[src/rtl/fbr_pkg.sv]
package fbr_pkg;

    typedef enum logic [1:0] {
        HIT_NONE  = 2'd0,
        HIT_CTRL  = 2'd1,
        HIT_FLASH = 2'd2
    } hit_e;

    typedef enum logic [1:0] {
        SQ_IDLE   = 2'd0,
        SQ_STROBE = 2'd1,
        SQ_GAP    = 2'd2,
        SQ_DONE   = 2'd3
    } seq_state_e;

    typedef struct packed {
        logic ce;
        logic oe;
        logic we;
    } fl_strobe_t;

    localparam logic MODE_WORD = 1'b0;
    localparam logic MODE_BYTE = 1'b1;
    localparam int   LANES     = 4;

    function automatic logic [1:0] burst_last(input logic is_wr, input logic byte_mode);
        return (is_wr || byte_mode) ? 2'd0 : 2'(LANES - 1);
    endfunction

endpackage

[src/rtl/fbr_decode.sv]
module fbr_decode
    import fbr_pkg::*;
#(
    parameter int            AW         = 16,
    parameter int            FAW        = 12,
    parameter logic [AW-1:0] CTRL_ADDR  = 16'h0100,
    parameter logic [AW-1:0] FLASH_BASE = 16'h8000
) (
    input  logic [AW-1:0] paddr,
    output hit_e          hit
);
    localparam int TAGW = AW - FAW;
    localparam logic [TAGW-1:0] FLASH_TAG = FLASH_BASE[AW-1:FAW];

    always_comb begin
        if (paddr[AW-1:FAW] == FLASH_TAG)
            hit = HIT_FLASH;
        else if (paddr == CTRL_ADDR)
            hit = HIT_CTRL;
        else
            hit = HIT_NONE;
    end
endmodule

[src/rtl/fbr_mode_reg.sv]
module fbr_mode_reg
    import fbr_pkg::*;
(
    input  logic clk,
    input  logic rst,
    input  logic wr_req,
    input  logic wr_bit,
    input  logic busy,
    output logic byte_mode
);
    always_ff @(posedge clk) begin
        if (rst)
            byte_mode <= MODE_WORD;
        else if (wr_req && !busy)
            byte_mode <= wr_bit;
    end

    a_r9_mode_stable_busy: assert property (@(posedge clk) disable iff (rst)
        busy |=> (busy ? $stable(byte_mode) : 1'b1));
endmodule

[src/rtl/fbr_seq.sv]
module fbr_seq
    import fbr_pkg::*;
#(
    parameter int FAW        = 12,
    parameter int STROBE_CYC = 3
) (
    input  logic           clk,
    input  logic           rst,
    input  logic           start,
    input  logic           wr,
    input  logic           byte_mode,
    input  logic [FAW-1:0] addr,
    input  logic [7:0]     wbyte,
    input  logic [7:0]     fl_din,
    output logic [FAW-1:0] fl_addr,
    output logic [7:0]     fl_dout,
    output fl_strobe_t     strobe,
    output logic [31:0]    rdata,
    output logic           busy,
    output logic           done
);
    localparam int CW = $clog2(STROBE_CYC) + 1;
    localparam logic [CW-1:0] CNT_LAST = CW'(STROBE_CYC - 1);

    seq_state_e     state;
    logic [CW-1:0]  cnt;
    logic [1:0]     idx;
    logic [1:0]     last_idx;
    logic           is_wr;
    logic           cap;
    logic           clr;

    assign clr = (state == SQ_IDLE) && start;
    assign cap = (state == SQ_STROBE) && (cnt == CNT_LAST) && !is_wr;

    always_ff @(posedge clk) begin
        if (rst) begin
            state    <= SQ_IDLE;
            cnt      <= '0;
            idx      <= '0;
            last_idx <= '0;
            is_wr    <= 1'b0;
            fl_addr  <= '0;
            fl_dout  <= '0;
        end else begin
            case (state)
                SQ_IDLE: if (start) begin
                    is_wr    <= wr;
                    fl_dout  <= wbyte;
                    fl_addr  <= (wr || byte_mode) ? addr : {addr[FAW-1:2], 2'b00};
                    last_idx <= burst_last(wr, byte_mode);
                    idx      <= '0;
                    cnt      <= '0;
                    state    <= SQ_STROBE;
                end
                SQ_STROBE: begin
                    if (cnt == CNT_LAST) begin
                        cnt   <= '0;
                        state <= (idx == last_idx) ? SQ_DONE : SQ_GAP;
                    end else begin
                        cnt <= cnt + 1'b1;
                    end
                end
                SQ_GAP: begin
                    idx     <= idx + 1'b1;
                    fl_addr <= fl_addr + 1'b1;
                    state   <= SQ_STROBE;
                end
                default: state <= SQ_IDLE;
            endcase
        end
    end

    for (genvar g = 0; g < LANES; g++) begin : g_lane
        logic [7:0] q;
        always_ff @(posedge clk) begin
            if (rst || clr)
                q <= '0;
            else if (cap && (idx == 2'(g)))
                q <= fl_din;
        end
        assign rdata[g*8 +: 8] = q;
    end

    always_comb begin
        strobe.ce = (state == SQ_STROBE);
        strobe.oe = (state == SQ_STROBE) && !is_wr;
        strobe.we = (state == SQ_STROBE) && is_wr;
    end

    assign busy = (state != SQ_IDLE);
    assign done = (state == SQ_DONE);

    a_r6_oe_we_exclusive: assert property (@(posedge clk) disable iff (rst)
        !(strobe.oe && strobe.we));
    a_r6_strobe_with_ce: assert property (@(posedge clk) disable iff (rst)
        (strobe.oe || strobe.we) |-> strobe.ce);
    a_r6_gap_after_strobe: assert property (@(posedge clk) disable iff (rst)
        (state == SQ_GAP) |=> (state == SQ_STROBE) && $stable(is_wr));
    a_r4_lane_bound: assert property (@(posedge clk) disable iff (rst)
        busy |-> (idx <= last_idx));
    a_r7_done_single: assert property (@(posedge clk) disable iff (rst)
        done |=> !done);
endmodule

[src/rtl/apb_flash_bridge.sv]
module apb_flash_bridge
    import fbr_pkg::*;
#(
    parameter int            AW         = 16,
    parameter int            FAW        = 12,
    parameter int            STROBE_CYC = 3,
    parameter logic [AW-1:0] CTRL_ADDR  = 16'h0100,
    parameter logic [AW-1:0] FLASH_BASE = 16'h8000
) (
    input  logic           clk,
    input  logic           rst,
    input  logic           psel,
    input  logic           penable,
    input  logic           pwrite,
    input  logic [AW-1:0]  paddr,
    input  logic [31:0]    pwdata,
    output logic [31:0]    prdata,
    output logic           pready,
    output logic           pslverr,
    output logic [FAW-1:0] fl_addr,
    output logic [7:0]     fl_dout,
    input  logic [7:0]     fl_din,
    output logic           fl_ce_n,
    output logic           fl_oe_n,
    output logic           fl_we_n
);
    hit_e        hit;
    logic        access;
    logic        byte_mode;
    logic        seq_busy;
    logic        seq_done;
    logic        seq_start;
    logic [31:0] seq_rdata;
    fl_strobe_t  strobe;

    assign access = psel && penable;

    fbr_decode #(
        .AW(AW), .FAW(FAW), .CTRL_ADDR(CTRL_ADDR), .FLASH_BASE(FLASH_BASE)
    ) u_decode (
        .paddr (paddr),
        .hit   (hit)
    );

    fbr_mode_reg u_mode (
        .clk       (clk),
        .rst       (rst),
        .wr_req    (access && pwrite && (hit == HIT_CTRL)),
        .wr_bit    (pwdata[0]),
        .busy      (seq_busy),
        .byte_mode (byte_mode)
    );

    assign seq_start = access && (hit == HIT_FLASH) && !seq_busy;

    fbr_seq #(
        .FAW(FAW), .STROBE_CYC(STROBE_CYC)
    ) u_seq (
        .clk       (clk),
        .rst       (rst),
        .start     (seq_start),
        .wr        (pwrite),
        .byte_mode (byte_mode),
        .addr      (paddr[FAW-1:0]),
        .wbyte     (pwdata[7:0]),
        .fl_din    (fl_din),
        .fl_addr   (fl_addr),
        .fl_dout   (fl_dout),
        .strobe    (strobe),
        .rdata     (seq_rdata),
        .busy      (seq_busy),
        .done      (seq_done)
    );

    assign fl_ce_n = !strobe.ce;
    assign fl_oe_n = !strobe.oe;
    assign fl_we_n = !strobe.we;

    always_comb begin
        pready  = 1'b1;
        pslverr = 1'b0;
        prdata  = '0;
        case (hit)
            HIT_FLASH: begin
                pready = seq_done;
                if (seq_done && !pwrite)
                    prdata = seq_rdata;
            end
            HIT_CTRL: begin
                pready = !seq_busy;
                prdata = {31'b0, byte_mode};
            end
            default: pslverr = access;
        endcase
    end

    a_r8_err_no_strobe: assert property (@(posedge clk) disable iff (rst)
        (access && (hit == HIT_NONE)) |-> (fl_ce_n && pready));
    a_r8_err_keeps_mode: assert property (@(posedge clk) disable iff (rst)
        (access && (hit == HIT_NONE)) |=> $stable(byte_mode));
    a_r7_flash_wait: assert property (@(posedge clk) disable iff (rst)
        (seq_start) |-> !pready);
endmodule

[config.mk]
export PLATFORM = sky130hd
export DESIGN_NAME = apb_flash_bridge
export DESIGN_NICKNAME = d
export VERILOG_FILES = /design/src/rtl/fbr_pkg.sv /design/src/rtl/fbr_decode.sv /design/src/rtl/fbr_mode_reg.sv /design/src/rtl/fbr_seq.sv /design/src/rtl/apb_flash_bridge.sv
export SDC_FILE = /design/constraint.sdc
export NUM_CORES = 1
export LEC_CHECK = 0
export ABC_CLOCK_PERIOD_IN_PS = 6500
export BUFFER_PORTS_ARGS = -buffer_cell sky130_fd_sc_hd__buf_2
export CORE_ASPECT_RATIO = 0.9
export CORE_UTILIZATION = 37
export DETAILED_ROUTE_END_ITERATION = 6
export PLACE_DENSITY_LB_ADDON = 0.2
export SYNTH_ARGS = -nofsm -noshare
export SYNTH_HDL_FRONTEND = slang
export SYNTH_HIERARCHICAL = 1
export SYNTH_SLANG_ARGS = --single-unit
[constraint.sdc]
create_clock -name clk -period 6.5 [get_ports clk]
set_input_delay 0.975 -clock clk [delete_from_list [all_inputs] [get_ports clk]]
set_output_delay 0.975 -clock clk [all_outputs]
set_load 0.03 [all_outputs]
==> metrics.md <==
| Metric | Value |
|---|---|
| Final hold violation count | `0` |
| Largest net degree at the start of global routing | `33` |
| FF-to-FF setup slack | `3.29 ns` |
| Multiplexer area fraction after synthesis | `0.1074` |
| CTS Buf Count | `9` |
| Core Area | `8068 µm²` |
| Htree depth | `3` |
| Largest family of logic cells by synthesized area | `simple AND/OR/NAND/NOR gates` |
| Layout area overhead | `23.67%` |
| Clock slew at reported path FFs | `0.07 ns` |
| CP delay by family, top | `simple AND/OR/NAND/NOR gates` |
| Final period util | `0.6948` |
| Primary FF master, synth | `dfxtp_1` |
| Die Y | `88.65 µm` |
| N_diodes | `0` |
| # resized after CTS | `0` |
| RSZ-0062 raised after global routing | `false` |
| Worst-Margin Slew | `1.209 ns` |
| Synth Warn # | `6` |
| Vias in the first global route | `2,547` |
| Router iterations before antenna repair | `6` |
| Flop pwr share | `0.499` |
| Cts hold-fix bufs | `0` |
| Drt drc | `0` |
| Leakage power | `1.871 nW` |
| FF+latch count, synth | `62` |
| Slew Limit Fails | `0` |
| Tot GR Track Use | `0.1787` |
| Post-synth EDFFs | `0` |
| Via/cell ratio | `5.089` |
| Fin area | `3817 µm²` |
| Die footprint | `8712 µm²` |
| Post-route ant nets | `0` |
| Setup bufs post-CTS | `0` |
| Synth Area in Compound Gates | `0.1094` |
| Async S/R FF share, synth | `0` |
| CP required | `5.52 ns` |
| Worst r2r path cells | `6` |
| Clock Skews | `0.006053 ns` |
| Die width | `98.28 µm` |
| Most used cell, CP | `buf_2` |
| CP startpoint | `paddr[1]` |
| Sw Share | `0.2386` |
| Initial Util | `0.3826` |
| Register area share after synthesis | `0.4021` |
| Slew HR | `0.1939` |
| Max-cap violations | `0` |
| Share of layout cells above drive strength 1 | `0.3492` |
| Clk sinks | `62` |
| Nets | `505` |
| Final TNS setup | `0 ns` |
| Combinational Power Share | `0.049` |
| CTS tree | `done` |
| Routed len/inst | `14.02 µm` |
| Clock network fraction of design power | `0.453` |
| # rows | `31` |
| Initial drt markers | `114` |
| Port bufs | `93` |
| Data arrival, critical path | `3.54 ns` |
| Adder-cell share of the synthesized area | `0.03243` |
| Pwr/cell area | `201.1 nW/µm²` |
| Internal | `0.5846 mW` |
| Critical Path Sink | `prdata[24]` |
| Crit path time final | `4.516 ns` |
| Filler instances | `822` |
| Max Root-Sink Buffers | `2` |
| Post-Route WL | `7573 µm` |
| Routability Congestion | `0.7734` |
| Startpoint types | `input pin` |
| Setup-failing EPs final | `0` |
| DP HPWL | `5338 µm` |
| Syn Area/Cell | `8.870 µm²` |
| RR Endpoint | `u_seq/g_lane[2].q[3]` |
| Slowest cell on crit path | `and4bb_1` |
| Placed Area | `3610 µm²` |
| Via count | `2,748` |
| Total nets after synthesis | `417` |
| Global route total overflow | `0` |
| CP endpoint kind | `primary output` |
| NetSw | `0.1832 mW` |
| Slowest stage delay, CP | `0.82 ns` |
| CP Max Fanout | `30` |
| Levels on crit path | `9` |
| Max Fclk | `0.2214 GHz` |
| FF-to-FF Start | `u_seq/state[1]` |
| Status | `finished clean` |
| CP cell instances | `buf_2 -> nor4b_2 -> nand4_1 -> nor4_2 -> inv_1 -> ha_1 -> and4bb_1 -> and2_2 -> buf_2` |
| WL met3 | `347 µm` |
| Peak supply drop | `0.0001193 V` |
| Cell count after synthesis | `348` |
| # IOs | `118` |
| Met2 wire length | `3517 µm` |
| Simple-Gate Fraction of Synth Area | `0.3081` |
| Met1 Wirelength | `3617 µm` |
| Post-Synth XOR/XNOR Area | `0.002837` |
| Antenna violations before repair | `0` |
| Clk Latency, worst-skew pair | `0.34 ns` |
| Hold crit path type | `reg2reg` |
| CP bufs+invs | `3` |
| Root buf cell | `clkbuf_8` |
| First-pass GRT wire length | `12,230 µm` |
| Mapped Area | `3087 µm²` |
| Unique cell type count in the Yosys netlist | `56` |
| Max Used Layer | `met4` |
| Critical path class | `in2out` |
[cell usage after synthesis, types with 2 or more instances]
master    count  area [µm²]
a211oi_1      6       45.04
a21oi_1      23       115.1
a22oi_1       2       15.01
a31oi_1       4       25.02
and2_1        7       43.79
and2_2       26       195.2
and3_1        3       18.77
and4_1        2       17.52
buf_2         6       30.03
clkbuf_1      7       26.28
clkbuf_2      3       15.01
dfxtp_1      62        1241
ha_1          8       100.1
inv_1        10       37.54
mux2i_1      32       320.3
nand2_1      25       93.84
nand2b_1      7       43.79
nand3_1       2       10.01
nand3_2       4       40.04
nand3b_1      3       22.52
nand4_1       3       18.77
nand4b_1      2       17.52
nor2_1       49       183.9
nor3_1        6       30.03
nor3b_1       2       15.01
nor3b_2       2       25.02
nor4_1        4       25.02
nor4_2        2       25.02
o211ai_1      2       15.01
o21ai_0       6       30.03
o22ai_1       3       18.77
[flip-flops by register name (all words and copies together) (netlist names)]
name	count
u_seq/fl_addr	12
u_seq/is_wr	1
u_seq/cnt	3
u_seq/g_lane.q	32
u_seq/state	2
u_seq/idx	2
u_mode/byte_mode	1
u_seq/last_idx	1
u_seq/fl_dout	8
[layout make-up]
type                    instances  area, µm²  area share
clock buffers                  10      137.6     0.03605
flip-flops and latches         62       1241      0.3251
clock inverters                 6      70.07     0.01835
repair buffers                 94      473.0      0.1239
well taps                      99      123.9     0.03245
multi-input cells             259       1734      0.4543
inverters                      10      37.54    0.009833
[metrics by stage]
| stage | util | hold WS, ns | power, mW | worst slack [ns] | std cells |
|---|---|---|---|---|---|
| finish | 0.4732 | 0.4573 | 0.7678 | 1.984 | 540 |
| floorplan | - | 0.4547 | 0.4087 | 2.831 | 348 |
| CTS | 0.4732 | 0.4572 | 0.7811 | 1.922 | 540 |
| global route | 0.4732 | 0.4819 | 0.8034 | 1.742 | 540 |
| global placement | 0.4474 | 0.4401 | 0.4288 | 1.920 | 524 |
| detailed placement | 0.4474 | 0.4471 | 0.4292 | 1.923 | 524 |
[worst min-delay path, stage by stage, from the launching register on]
cell and delay [ns]:
dfxtp_1 0.31, nand2_1 0.05, a21oi_1 0.05
[power by group through the flow]
stage | Combinational (mW) | Clock, mW | Sequential [mW]
final | 0.0375 | 0.348 | 0.383
after global routing | 0.0411 | 0.379 | 0.383
after floorplan | 0.0156 | 0 | 0.393
after global placement | 0.0373 | 0 | 0.392
after CTS | 0.0378 | 0.361 | 0.383
after detailed placement | 0.0377 | 0 | 0.392
[layer usage]
metal | vias to the layer above | global-route usage
met5 | - | 0
met4 | 0 | 0.07463
met3 | 8 | 0.04581
li1 | 1388 | -
met1 | 1290 | 0.2348
met2 | 62 | 0.2817
[cells in the final DEF, fill, tap and decap left out, types with 7 or more instances in the layout]
master,instances
a21oi_1,23
and2_1,7
and2_2,26
buf_2,93
clkbuf_8,10
dfxtp_1,62
ha_1,8
inv_1,10
mux2i_1,32
nand2_1,25
nand2b_1,7
nor2_1,49
[logic make-up after synthesis]
| family | Yosys count |
|---|---|
| buf+inv | 27 |
| fa+ha+maj | 8 |
| mux | 33 |
| simple gates | 162 |
| flops | 62 |
| compound gates | 55 |
| xor+xnor | 1 |
[worst min-delay path by stage]
stage	start	endpoint	cells after the start
floorplan	u_seq/g_lane[0].q[1]	u_seq/g_lane[0].q[1]	2
global placement	u_seq/fl_dout[7]	u_seq/fl_dout[7]	2
detailed placement	u_seq/fl_dout[6]	u_seq/fl_dout[6]	2
CTS	u_seq/fl_dout[6]	u_seq/fl_dout[6]	2
global route	u_seq/fl_dout[7]	u_seq/fl_dout[7]	2
finish	u_seq/fl_dout[6]	u_seq/fl_dout[6]	2
Note: power is estimated with default switching activity, not from simulation.
